$ cat config.mk
export PLATFORM = sky130hd
export DESIGN_NAME = fp_frac_round
export DESIGN_NICKNAME = d
export VERILOG_FILES = /design/src/rtl/fp_frac_round_pkg.sv /design/src/rtl/fp_frac_round_taps.sv /design/src/rtl/fp_frac_round_decide.sv /design/src/rtl/fp_frac_round_incr.sv /design/src/rtl/fp_frac_round.sv
export SDC_FILE = /design/constraint.sdc
export NUM_CORES = 1
export LEC_CHECK = 0
export ABC_AREA = 1
export ABC_CLOCK_PERIOD_IN_PS = 3300
export BUFFER_PORTS_ARGS = -buffer_cell sky130_fd_sc_hd__buf_4
export CORE_MARGIN = 2
export CORE_UTILIZATION = 30
export DETAILED_ROUTE_END_ITERATION = 10
export PLACE_DENSITY_LB_ADDON = 0.1
export SYNTH_ARGS = -nofsm -noshare
export SYNTH_HDL_FRONTEND = slang
export SYNTH_SLANG_ARGS = --single-unit
export TNS_END_PERCENT = 1
$ cat constraint.sdc
create_clock -name clk -period 3.3 [get_ports clk]
set_clock_uncertainty 0.05 [all_clocks]
set_input_delay 0.33 -clock clk [delete_from_list [all_inputs] [get_ports clk]]
set_output_delay 0.33 -clock clk [all_outputs]
set_load 0.03 [all_outputs]
$ cat src/rtl/fp_frac_round_pkg.sv
package fp_frac_round_pkg;

   typedef enum logic [1:0] {
      RND_NEAR_EVEN = 2'b00,
      RND_TO_ZERO   = 2'b01,
      RND_POS_INF   = 2'b10,
      RND_NEG_INF   = 2'b11
   } rnd_mode_e;

   // Bits around the rounding point of one precision
   typedef struct packed {
      logic last;   // last kept bit
      logic guard;  // first dropped bit
      logic rbit;   // second dropped bit
      logic stk;    // OR of all remaining dropped bits
   } rnd_taps_t;

endpackage

$ cat src/rtl/fp_frac_round_taps.sv
module fp_frac_round_taps
   import fp_frac_round_pkg::*;
#(
   parameter int FRAC_W = 64,
   parameter int KEEP   = 24
) (
   input  logic [FRAC_W-1:0] frac,
   output rnd_taps_t         taps
);

   localparam int LAST_POS  = FRAC_W - KEEP;
   localparam int GUARD_POS = LAST_POS - 1;
   localparam int RBIT_POS  = LAST_POS - 2;
   localparam int STK_TOP   = LAST_POS - 3;

   if (STK_TOP < 0) begin : g_bad_keep
      $error("fp_frac_round_taps: KEEP leaves no room for guard, round and sticky");
   end

   always_comb begin
      taps.last  = frac[LAST_POS];
      taps.guard = frac[GUARD_POS];
      taps.rbit  = frac[RBIT_POS];
      taps.stk   = |frac[STK_TOP:0];
   end

endmodule

$ cat src/rtl/fp_frac_round_decide.sv
module fp_frac_round_decide
   import fp_frac_round_pkg::*;
(
   input  rnd_mode_e mode,
   input  logic      sign,
   input  rnd_taps_t taps,
   output logic      inc,
   output logic      inexact
);

   logic dropped_any;

   always_comb begin
      dropped_any = taps.guard | taps.rbit | taps.stk;
      unique case (mode)
         RND_NEAR_EVEN: inc = taps.guard & (taps.last | taps.rbit | taps.stk);
         RND_TO_ZERO:   inc = 1'b0;
         RND_POS_INF:   inc = ~sign & dropped_any;
         RND_NEG_INF:   inc =  sign & dropped_any;
         default:       inc = 1'b0;
      endcase
      inexact = dropped_any;
   end

endmodule

$ cat src/rtl/fp_frac_round_incr.sv
module fp_frac_round_incr #(
   parameter int FRAC_W = 64,
   parameter int EXP_W  = 11,
   parameter int KEEP   = 24
) (
   input  logic [FRAC_W-1:0] frac,
   input  logic [EXP_W-1:0]  exp_in,
   input  logic              inc,
   output logic [FRAC_W-1:0] frac_out,
   output logic [EXP_W-1:0]  exp_out
);

   localparam int DROP_W = FRAC_W - KEEP;

   logic [KEEP:0]   sum;
   logic [KEEP-1:0] kept;
   logic            carry;

   always_comb begin
      sum   = {1'b0, frac[FRAC_W-1 -: KEEP]} + {{KEEP{1'b0}}, inc};
      carry = sum[KEEP];
      // On overflow the kept field is all zeros: restore the leading one
      kept  = carry ? {1'b1, {(KEEP-1){1'b0}}} : sum[KEEP-1:0];
      frac_out = {kept, {DROP_W{1'b0}}};
      exp_out  = exp_in + {{(EXP_W-1){1'b0}}, carry};
   end

endmodule

$ cat src/rtl/fp_frac_round.sv
module fp_frac_round
   import fp_frac_round_pkg::*;
#(
   parameter int FRAC_W     = 64,
   parameter int EXP_W      = 11,
   parameter int SP_KEEP    = 24,
   parameter int DP_KEEP    = 53,
   parameter bit REGISTERED = 1'b1
) (
   input  logic              clk,
   input  logic              rst_n,
   input  logic              in_valid,
   input  logic              in_dbl,
   input  logic              in_sign,
   input  logic [1:0]        in_mode,
   input  logic [EXP_W-1:0]  in_exp,
   input  logic [FRAC_W-1:0] in_frac,
   input  logic              in_sticky_prev,
   output logic              out_valid,
   output logic [FRAC_W-1:0] out_frac,
   output logic [EXP_W-1:0]  out_exp,
   output logic              out_up,
   output logic              out_inexact,
   output logic              out_sticky
);

   localparam int N_PREC = 2;

   if (SP_KEEP >= DP_KEEP) begin : g_bad_order
      $error("fp_frac_round: SP_KEEP must be narrower than DP_KEEP");
   end
   if (DP_KEEP + 3 > FRAC_W) begin : g_bad_width
      $error("fp_frac_round: FRAC_W too narrow for DP_KEEP plus three tap bits");
   end
   if (EXP_W < 2) begin : g_bad_exp
      $error("fp_frac_round: EXP_W must be at least 2");
   end

   rnd_mode_e mode;
   assign mode = rnd_mode_e'(in_mode);

   logic [FRAC_W-1:0] lane_frac [N_PREC];
   logic [EXP_W-1:0]  lane_exp  [N_PREC];
   logic              lane_inc  [N_PREC];
   logic              lane_inx  [N_PREC];

   // Lane 0 rounds to single precision, lane 1 to double
   for (genvar p = 0; p < N_PREC; p++) begin : g_lane
      localparam int KEEP = (p == 0) ? SP_KEEP : DP_KEEP;
      rnd_taps_t taps;

      fp_frac_round_taps #(.FRAC_W(FRAC_W), .KEEP(KEEP)) u_taps (
         .frac (in_frac),
         .taps (taps)
      );

      fp_frac_round_decide u_decide (
         .mode    (mode),
         .sign    (in_sign),
         .taps    (taps),
         .inc     (lane_inc[p]),
         .inexact (lane_inx[p])
      );

      fp_frac_round_incr #(.FRAC_W(FRAC_W), .EXP_W(EXP_W), .KEEP(KEEP)) u_incr (
         .frac     (in_frac),
         .exp_in   (in_exp),
         .inc      (lane_inc[p]),
         .frac_out (lane_frac[p]),
         .exp_out  (lane_exp[p])
      );
   end

   logic [FRAC_W-1:0] res_frac;
   logic [EXP_W-1:0]  res_exp;
   logic              res_up;
   logic              res_inx;
   logic              res_stk;

   always_comb begin
      res_frac = lane_frac[in_dbl];
      res_exp  = lane_exp[in_dbl];
      res_up   = lane_inc[in_dbl];
      res_inx  = lane_inx[in_dbl];
      res_stk  = in_sticky_prev | res_inx;
   end

   if (REGISTERED) begin : g_reg
      always_ff @(posedge clk) begin
         if (!rst_n) begin
            out_valid   <= 1'b0;
            out_frac    <= '0;
            out_exp     <= '0;
            out_up      <= 1'b0;
            out_inexact <= 1'b0;
            out_sticky  <= 1'b0;
         end else begin
            out_valid <= in_valid;
            if (in_valid) begin
               out_frac    <= res_frac;
               out_exp     <= res_exp;
               out_up      <= res_up;
               out_inexact <= res_inx;
               out_sticky  <= res_stk;
            end
         end
      end
   end else begin : g_comb
      always_comb begin
         out_valid   = in_valid;
         out_frac    = res_frac;
         out_exp     = res_exp;
         out_up      = res_up;
         out_inexact = res_inx;
         out_sticky  = res_stk;
      end
   end

endmodule

==> summary.txt, run 1 <==
Highest clock rate = 325 MHz
FFs w/ async S/R, synth = 0%
IO buf count = 150
Routed met3 length = 1330 um
RR Endpoint = out_sticky
Req. time, crit path = 3.49 ns
Max-cap viol count = 0
CP max FO = 3
Hold wc startpoint = in_sticky_prev
Initial DRC Count = 369
Post-Synthesis Cells = 859
Final GP Congestion = 0.922
Worst path cell trace = buf_4 -> or2_2 -> nor2_1 -> nand2_1 -> nand2_2 -> ha_2 -> ha_2 -> nand2_1 -> nor2_2 -> nand2_1 -> inv_1 -> nand2_2 -> nand2_2 -> inv_2 -> nor2_4 -> ha_2 -> buf_4 -> nand4_1 -> nor3b_2 -> nand3_1 -> nor2_1 -> nand2_1 -> nand3_1 -> nand2_1
Number of global-route vias before repair = 5731
Multiplexer area fraction after synthesis = 0%
Core ar. = 17200 um^2
ANT cells = 0
Initial antenna violation count = 0
CP arrival = 3.27 ns
Synth Area in XOR/XNOR = 5.70%
Via count = 6130
Reg power frac = 35.2%
Post-Synth Simple-Gate Area = 44.4%
Logic pwr share = 25.0%
Wire length per cell = 16.1 um
Final Instance Count excl. Fillers = 1292
Clock sinks = 68
Worst slew pin tran = 0.544 ns
Die footprint = 18500 um^2
Final min period = 3.08 ns
Register area share after synthesis = 26.1%
Die H = 136 um
Number of remaining DRC errors = 0
Row cnt = 48
First drt pass iteration count = 5
Nets@finish = 1151
Worst R2R Start = out_sticky
Reg clk slew, reported paths = 0.06 ns
Worst hold endpoint = out_sticky
Die Width = 136 um
Post-CTS Hold Fix Bufs = 0
Routed vias/inst = 4.74
WHS Path Cells = 3
Metal-1 WL = 9340 um
Final setup vio count = 0
First-pass GRT wire length = 31300 um
Hpwl dp = 17200 um
Worst reg-to-reg setup slack = 2.54 ns
DR top layer = met4
Pwr Density = 348 nW/um^2
Most common cell on crit path = nand2_1
Nature of the critical path startpoint = input pin
Switch share = 32.9%
Grt ovf = 0
Compound-gate portion of the synthesized area = 13.0%
Leak pwr = 0.00333 uW
DP Worst Slack = -0.203 ns
Int Power = 1700 uW
Top-count cell post-synth = nand2_1
Syn-to-layout area delta = 39.9%
Net switching power = 836 uW
Clock power frac = 39.8%
Area contributors post-synth = dfxtp_1, nand2_1, nor2_1
H-tree depth = 3
Placed Cells = 1271
Pin count of the biggest net entering global routing = 49
CTS tree = built
DRT antenna net count = 0
Routed wl met2 = 9680 um
Yosys top cell by area = dfxtp_1
Clock Path Buffers = 2
Main combinational cell family by area after synthesis = simple AND/OR/NAND/NOR gates
CTS buffer count = 9
Initial Util = 30.4%
Synth cell count leaders = nand2_1, nor2_1, nand3_1, inv_1, dfxtp_1
Worst path max stage delay = 0.30 ns
Clock Latency Late Sink = 0.35 ns
Share of cells above drive strength 1 = 28.4%
Root Buffer = clkbuf_16
Final WS setup = 0.221 ns
Crit path kind = input pin to flip-flop
YS warnings = 0
Relative slew slack = 63.7%
Syn Area/Cell = 6.08 um^2
HP Class = input pin to flip-flop
Slew Viols, Final = 0
Total global-route track usage = 22.6%
Post-synthesis cell type count = 38
Main synth FF type = dfxtp_1
CP endpoint kind = flip-flop
Crit share post-route = 93.3%
Final Hold Fails = 0
Synthesized flop and latch total = 68
R2R depth = 3
Cell Area, Synth = 5220 um^2
Number of flops mapped to enable cells by yosys = 0
Final wirelength = 20700 um
Boundary pin count = 162
Synth top area share = 26.1%
Post-synthesis adder-cell area fraction = 1.44%
VDD IR max = 229 uV
Slowest cell on crit path = or2_2
Outcome = finished clean
cell families (layout without fill, tap and decap cells):
group	count (synthesis)	after routing
adders and majority gates	6	6
and+or+nand+nor	531	531
DFF	68	68
buffers and inverters	108	306
AOI/OAI and AO/OA	111	111
other	1	11
xor gates and xnor gates	34	34
cell type report:
type | count | area (um^2)
Sequential cell | 68 | 1360
Fill cell | 1956 | 9870
Clock inverter | 7 | 76.3
Inverter | 79 | 299
Clock buffer | 9 | 225
Multi-Input combinational cell | 693 | 3480
Timing Repair Buffer | 211 | 1580
Tap cell | 225 | 282
metal layers:
layer  track usage, %  vias up
met5                0        -
met4             6.54        0
met3             3.32       18
met2             37.5      180
met1             30.5     2773
li1                 -     3159
worst max-delay path: cells and delay by family:
kind	cells	cell delay (ns)
adders and majority gates	3	0.57
buffers and inverters	4	0.39
and+or+nand+nor	17	1.96
worst max path at each step:
stage | startpoint | endpoint | slack, ns | cells past startpoint
final | in_mode[1] | out_exp[9] | 0.22 | 24
after global routing | in_sign | out_exp[9] | -0.05 | 25
after CTS | in_mode[1] | out_exp[10] | 0.14 | 24
after detailed placement | in_mode[1] | out_exp[10] | -0.20 | 24
after global placement | in_mode[1] | out_exp[10] | -0.12 | 24
after floorplan | in_mode[1] | out_exp[10] | 0.02 | 23
state kept, by name, indices dropped and copies added, names as in the netlist:
register / cells
out_sticky: 1
out_up: 1
out_frac: 53
out_valid: 1
out_exp: 11
out_inexact: 1
power groups by stage:
| stage | combinational [uW] | clock (uW) | sequential, uW |
|---|---|---|---|
| after detailed placement | 629 | 0 | 912 |
| final | 635 | 1010 | 894 |
| after floorplan | 238 | 0 | 1000 |
| after CTS | 630 | 1020 | 894 |
| after global placement | 629 | 0 | 912 |
| after global routing | 688 | 1050 | 899 |
metrics by stage:
step | util [%] | TNS, ns | hold slack [ns] | instance area [um^2] | total power, uW
2_1_floorplan | - | 0 | 0.397 | 5270 | 1240
3_3_place_gp | 40.3 | -0.215 | 0.392 | 6920 | 1540
3_5_place_dp | 40.3 | -0.679 | 0.394 | 6920 | 1540
4_1_cts | 42.0 | 0 | 0.137 | 7220 | 2550
5_1_grt | 42.5 | -0.0700 | 0.140 | 7300 | 2640
6_report | 42.5 | 0 | 0.137 | 7300 | 2540
cell usage in the layout, fill, tap and decap left out, types with 13 or more instances in the layout:
| cell type | instances |
|---|---|
| a21oi_1 | 32 |
| dfxtp_1 | 68 |
| nor2_1 | 125 |
| inv_1 | 74 |
| nand2_1 | 251 |
| nand3_1 | 74 |
| xor2_1 | 26 |
| nor2_2 | 16 |
| buf_4 | 211 |
| o21ai_0 | 43 |
| o21ai_2 | 20 |
| nand2_2 | 13 |
| nand4_1 | 21 |
timing repair:
action | in CTS | in global routing
setup endpoints to repair | 0 | 6
gates resized for setup | 0 | 15
setup buffers | 0 | 5
Power figures use the tool's default switching activity.
==> run 2, diff against run 1 <==
SYNTH_HIERARCHICAL = 1   (was not set)
==> run 2 against run 1 <==
Sequential power is 19% higher. Die area is 38% higher. Power is 20% higher. Via count is 25% higher. Final area is 21% higher. Clock power is 16% higher. Highest routed layer unchanged. Combinational power is 30% higher. Wire length is 29% higher. Non-clock buffer count is 30 lower. Final cell count is 28% higher.
==> summary.txt, run 2 <==
Post-Synthesis Cells = 1184
Initial DRC Count = 476
Syn-to-layout area delta = 21.1%
Cell Area, Synth = 7290 um^2
Net switching power = 1060 uW
Die footprint = 25600 um^2
WHS Path Cells = 5
CP max FO = 3
R2R depth = 2
Syn Area/Cell = 6.16 um^2
Req. time, crit path = 3.54 ns
Final setup vio count = 0
RSZ-0062 raised after global routing = false
Synth cell count leaders = nand2_1, nor2_1, a21oi_1, inv_1, o21ai_0
Final min period = 2.77 ns
Grt ovf = 0
Worst path max stage delay = 0.21 ns
Routed vias/inst = 4.62
Clock sinks = 79
Max FFs per register = 64
Post-synthesis cell type count = 38
Worst reg-to-reg setup slack = 2.56 ns
Slowest cell on crit path = or2_1
Pwr Density = 346 nW/um^2
Setup repair bufs after CTS = 0
RR Endpoint = out_frac[52]
CP endpoint kind = flip-flop
Synthesized flop and latch total = 79
Root Buffer = clkbuf_16
CP delay by family, top = simple AND/OR/NAND/NOR gates
Clock power frac = 38.4%
Switch share = 34.8%
Total global-route track usage = 20.9%
FFs w/ async S/R, synth = 0%
Number of remaining DRC errors = 0
Most common cell after layout, fill and taps aside = nand2_1
Largest Register = out_frac
Main synth FF type = dfxtp_1
First-pass GRT wire length = 42100 um
Yosys top cell by area = dfxtp_1
VDD IR max = 171 uV
Most frequent cells in the layout = nand2_1, nor2_1, buf_4
Int Power = 1990 uW
Reg clk slew, reported paths = 0.07 ns
Hpwl dp = 20300 um
Worst hold endpoint = out_sticky
Post-CTS sizing = 0
Hold wc startpoint = in_sticky_prev
First drt pass iteration count = 5
Crit path kind = input pin to flip-flop
Area contributors post-synth = dfxtp_1, nand2_1, nor2_1
Worst R2R Start = out_frac[52]
Leak pwr = 0.00398 uW
Wire length per cell = 16.1 um
Clock Path Buffers = 2
IO buf count = 161
Worst slew pin tran = 0.770 ns
Boundary pin count = 162
CTS tree = built
YS warnings = 6
Number of global-route vias before repair = 7465
Final wirelength = 26700 um
Post-CTS Hold Fix Bufs = 0
Die Width = 160 um
CP arrival = 3.01 ns
Core ar. = 24100 um^2
Final GP Congestion = 0.919
Outcome = finished clean
Nets@finish = 1417
Crit share post-route = 83.8%
Top-count cell post-synth = nand2_1
Die H = 160 um
Register area share after synthesis = 21.7%
HP Class = input pin to flip-flop
Pin count of the biggest net entering global routing = 80
Max-cap viol count = 0
Highest clock rate = 361 MHz
H-tree depth = 3
Via count = 7636
Buf+Inv Stages, Crit Path = 5
Final Hold Fails = 0
Initial antenna violation count = 0
Share of cells above drive strength 1 = 20.8%
Row cnt = 57
Initial Util = 30.3%
Final setup TNS = 0 ns
Clock Latency Late Sink = 0.36 ns
Utilization after layout = 36.6%
ANT cells = 0
CTS buffer count = 9
Relative slew slack = 48.6%
Number of flops mapped to enable cells by yosys = 0
Nature of the critical path startpoint = input pin
Reg power frac = 34.7%
Worst path cell trace = buf_4 -> or2_1 -> nor2_1 -> nand2_1 -> inv_1 -> nand2_1 -> nand3_1 -> nand2_2 -> ha_1 -> inv_1 -> nor2_8 -> nand2_4 -> nor2_4 -> nand4_2 -> inv_1 -> ha_1 -> ha_1 -> nand3_1 -> nor3_1 -> buf_4 -> nand4_1 -> xnor2_1 -> a21oi_1 -> a21oi_1
Biggest regs = out_frac: 64 flops, out_exp: 11 flops
DRT antenna net count = 0
Synth top area share = 21.7%
Slew Viols, Final = 0
Logic pwr share = 26.9%
==> run 2: cell types whose count changed after synthesis, sizes merged, moves of 16 or more <==
cell and delta:
buf +74, o21ai +16, nor2 +68, nand3 -41
a21oi +126, xnor2 +19, nand2 +39
==> run 2: per-stage QoR <==
step / hold WS [ns] / power (uW) / instances / area [um^2] / setup slack, ns
floorplan: 0.471 / 1620 / 1233 / 7480 / 0.187
global placement: 0.461 / 1910 / 1638 / 8500 / 0.191
detailed placement: 0.463 / 1910 / 1638 / 8500 / 0.135
CTS: 0.202 / 3090 / 1654 / 8830 / 0.503
global route: 0.247 / 3210 / 1654 / 8830 / 0.206
finish: 0.207 / 3050 / 1654 / 8830 / 0.533
==> run 2: power by group through the flow <==
stage	sequential, uW	combinational [uW]	clock (uW)
final	1060	823	1170
after global routing	1070	904	1230
after CTS	1060	828	1200
after detailed placement	1080	824	0
after global placement	1080	827	0
after floorplan	1210	403	0
==> run 2: how the worst max path moves through the flow <==
| stage | slack [ns] | cells after the start | start | endpoint |
|---|---|---|---|---|
| 2_1_floorplan | 0.19 | 22 | in_frac[1] | out_exp[10] |
| 3_3_place_gp | 0.19 | 24 | in_frac[1] | out_exp[10] |
| 3_5_place_dp | 0.13 | 25 | in_frac[7] | out_exp[10] |
| 4_1_cts | 0.50 | 25 | in_frac[7] | out_exp[10] |
| 5_1_grt | 0.21 | 26 | in_frac[23] | out_exp[8] |
| 6_report | 0.53 | 24 | in_frac[1] | out_exp[10] |
==> run 2: kinds of logic after synthesis <==
kind of cell / after synthesis / synth area share, %
AOI/OAI and AO/OA: 244 / 18.3
xor gates and xnor gates: 64 / 7.69
adders and majority gates: 9 / 1.54
buffers and inverters: 187 / 14.7
DFF: 79 / 21.7
other: 2 / 0.103
and+or+nand+nor: 599 / 35.9
==> run 2: worst min-delay path, stage by stage <==
cell     delay, ns
buf_4         0.07
inv_1         0.03
nand4_1       0.07
nand2_1       0.05
inv_1         0.04
==> run 2: layer usage <==
metal,up-vias,global-route usage (%),wire [um]
met4,0,6.39,578
met3,38,2.73,1110
met5,-,0,0
met1,3434,28.4,12700
met2,172,34.4,12300
li1,3992,-,-
==> run 2: final cells by class <==
| class | count | area (um^2) |
|---|---|---|
| multi-input combinational | 967 | 4820 |
| tap | 324 | 405 |
| clock buffer | 9 | 225 |
| fill | 2786 | 15300 |
| inverter | 87 | 333 |
| timing repair buffer | 181 | 1360 |
| sequential | 79 | 1580 |
| clock inverter | 7 | 103 |
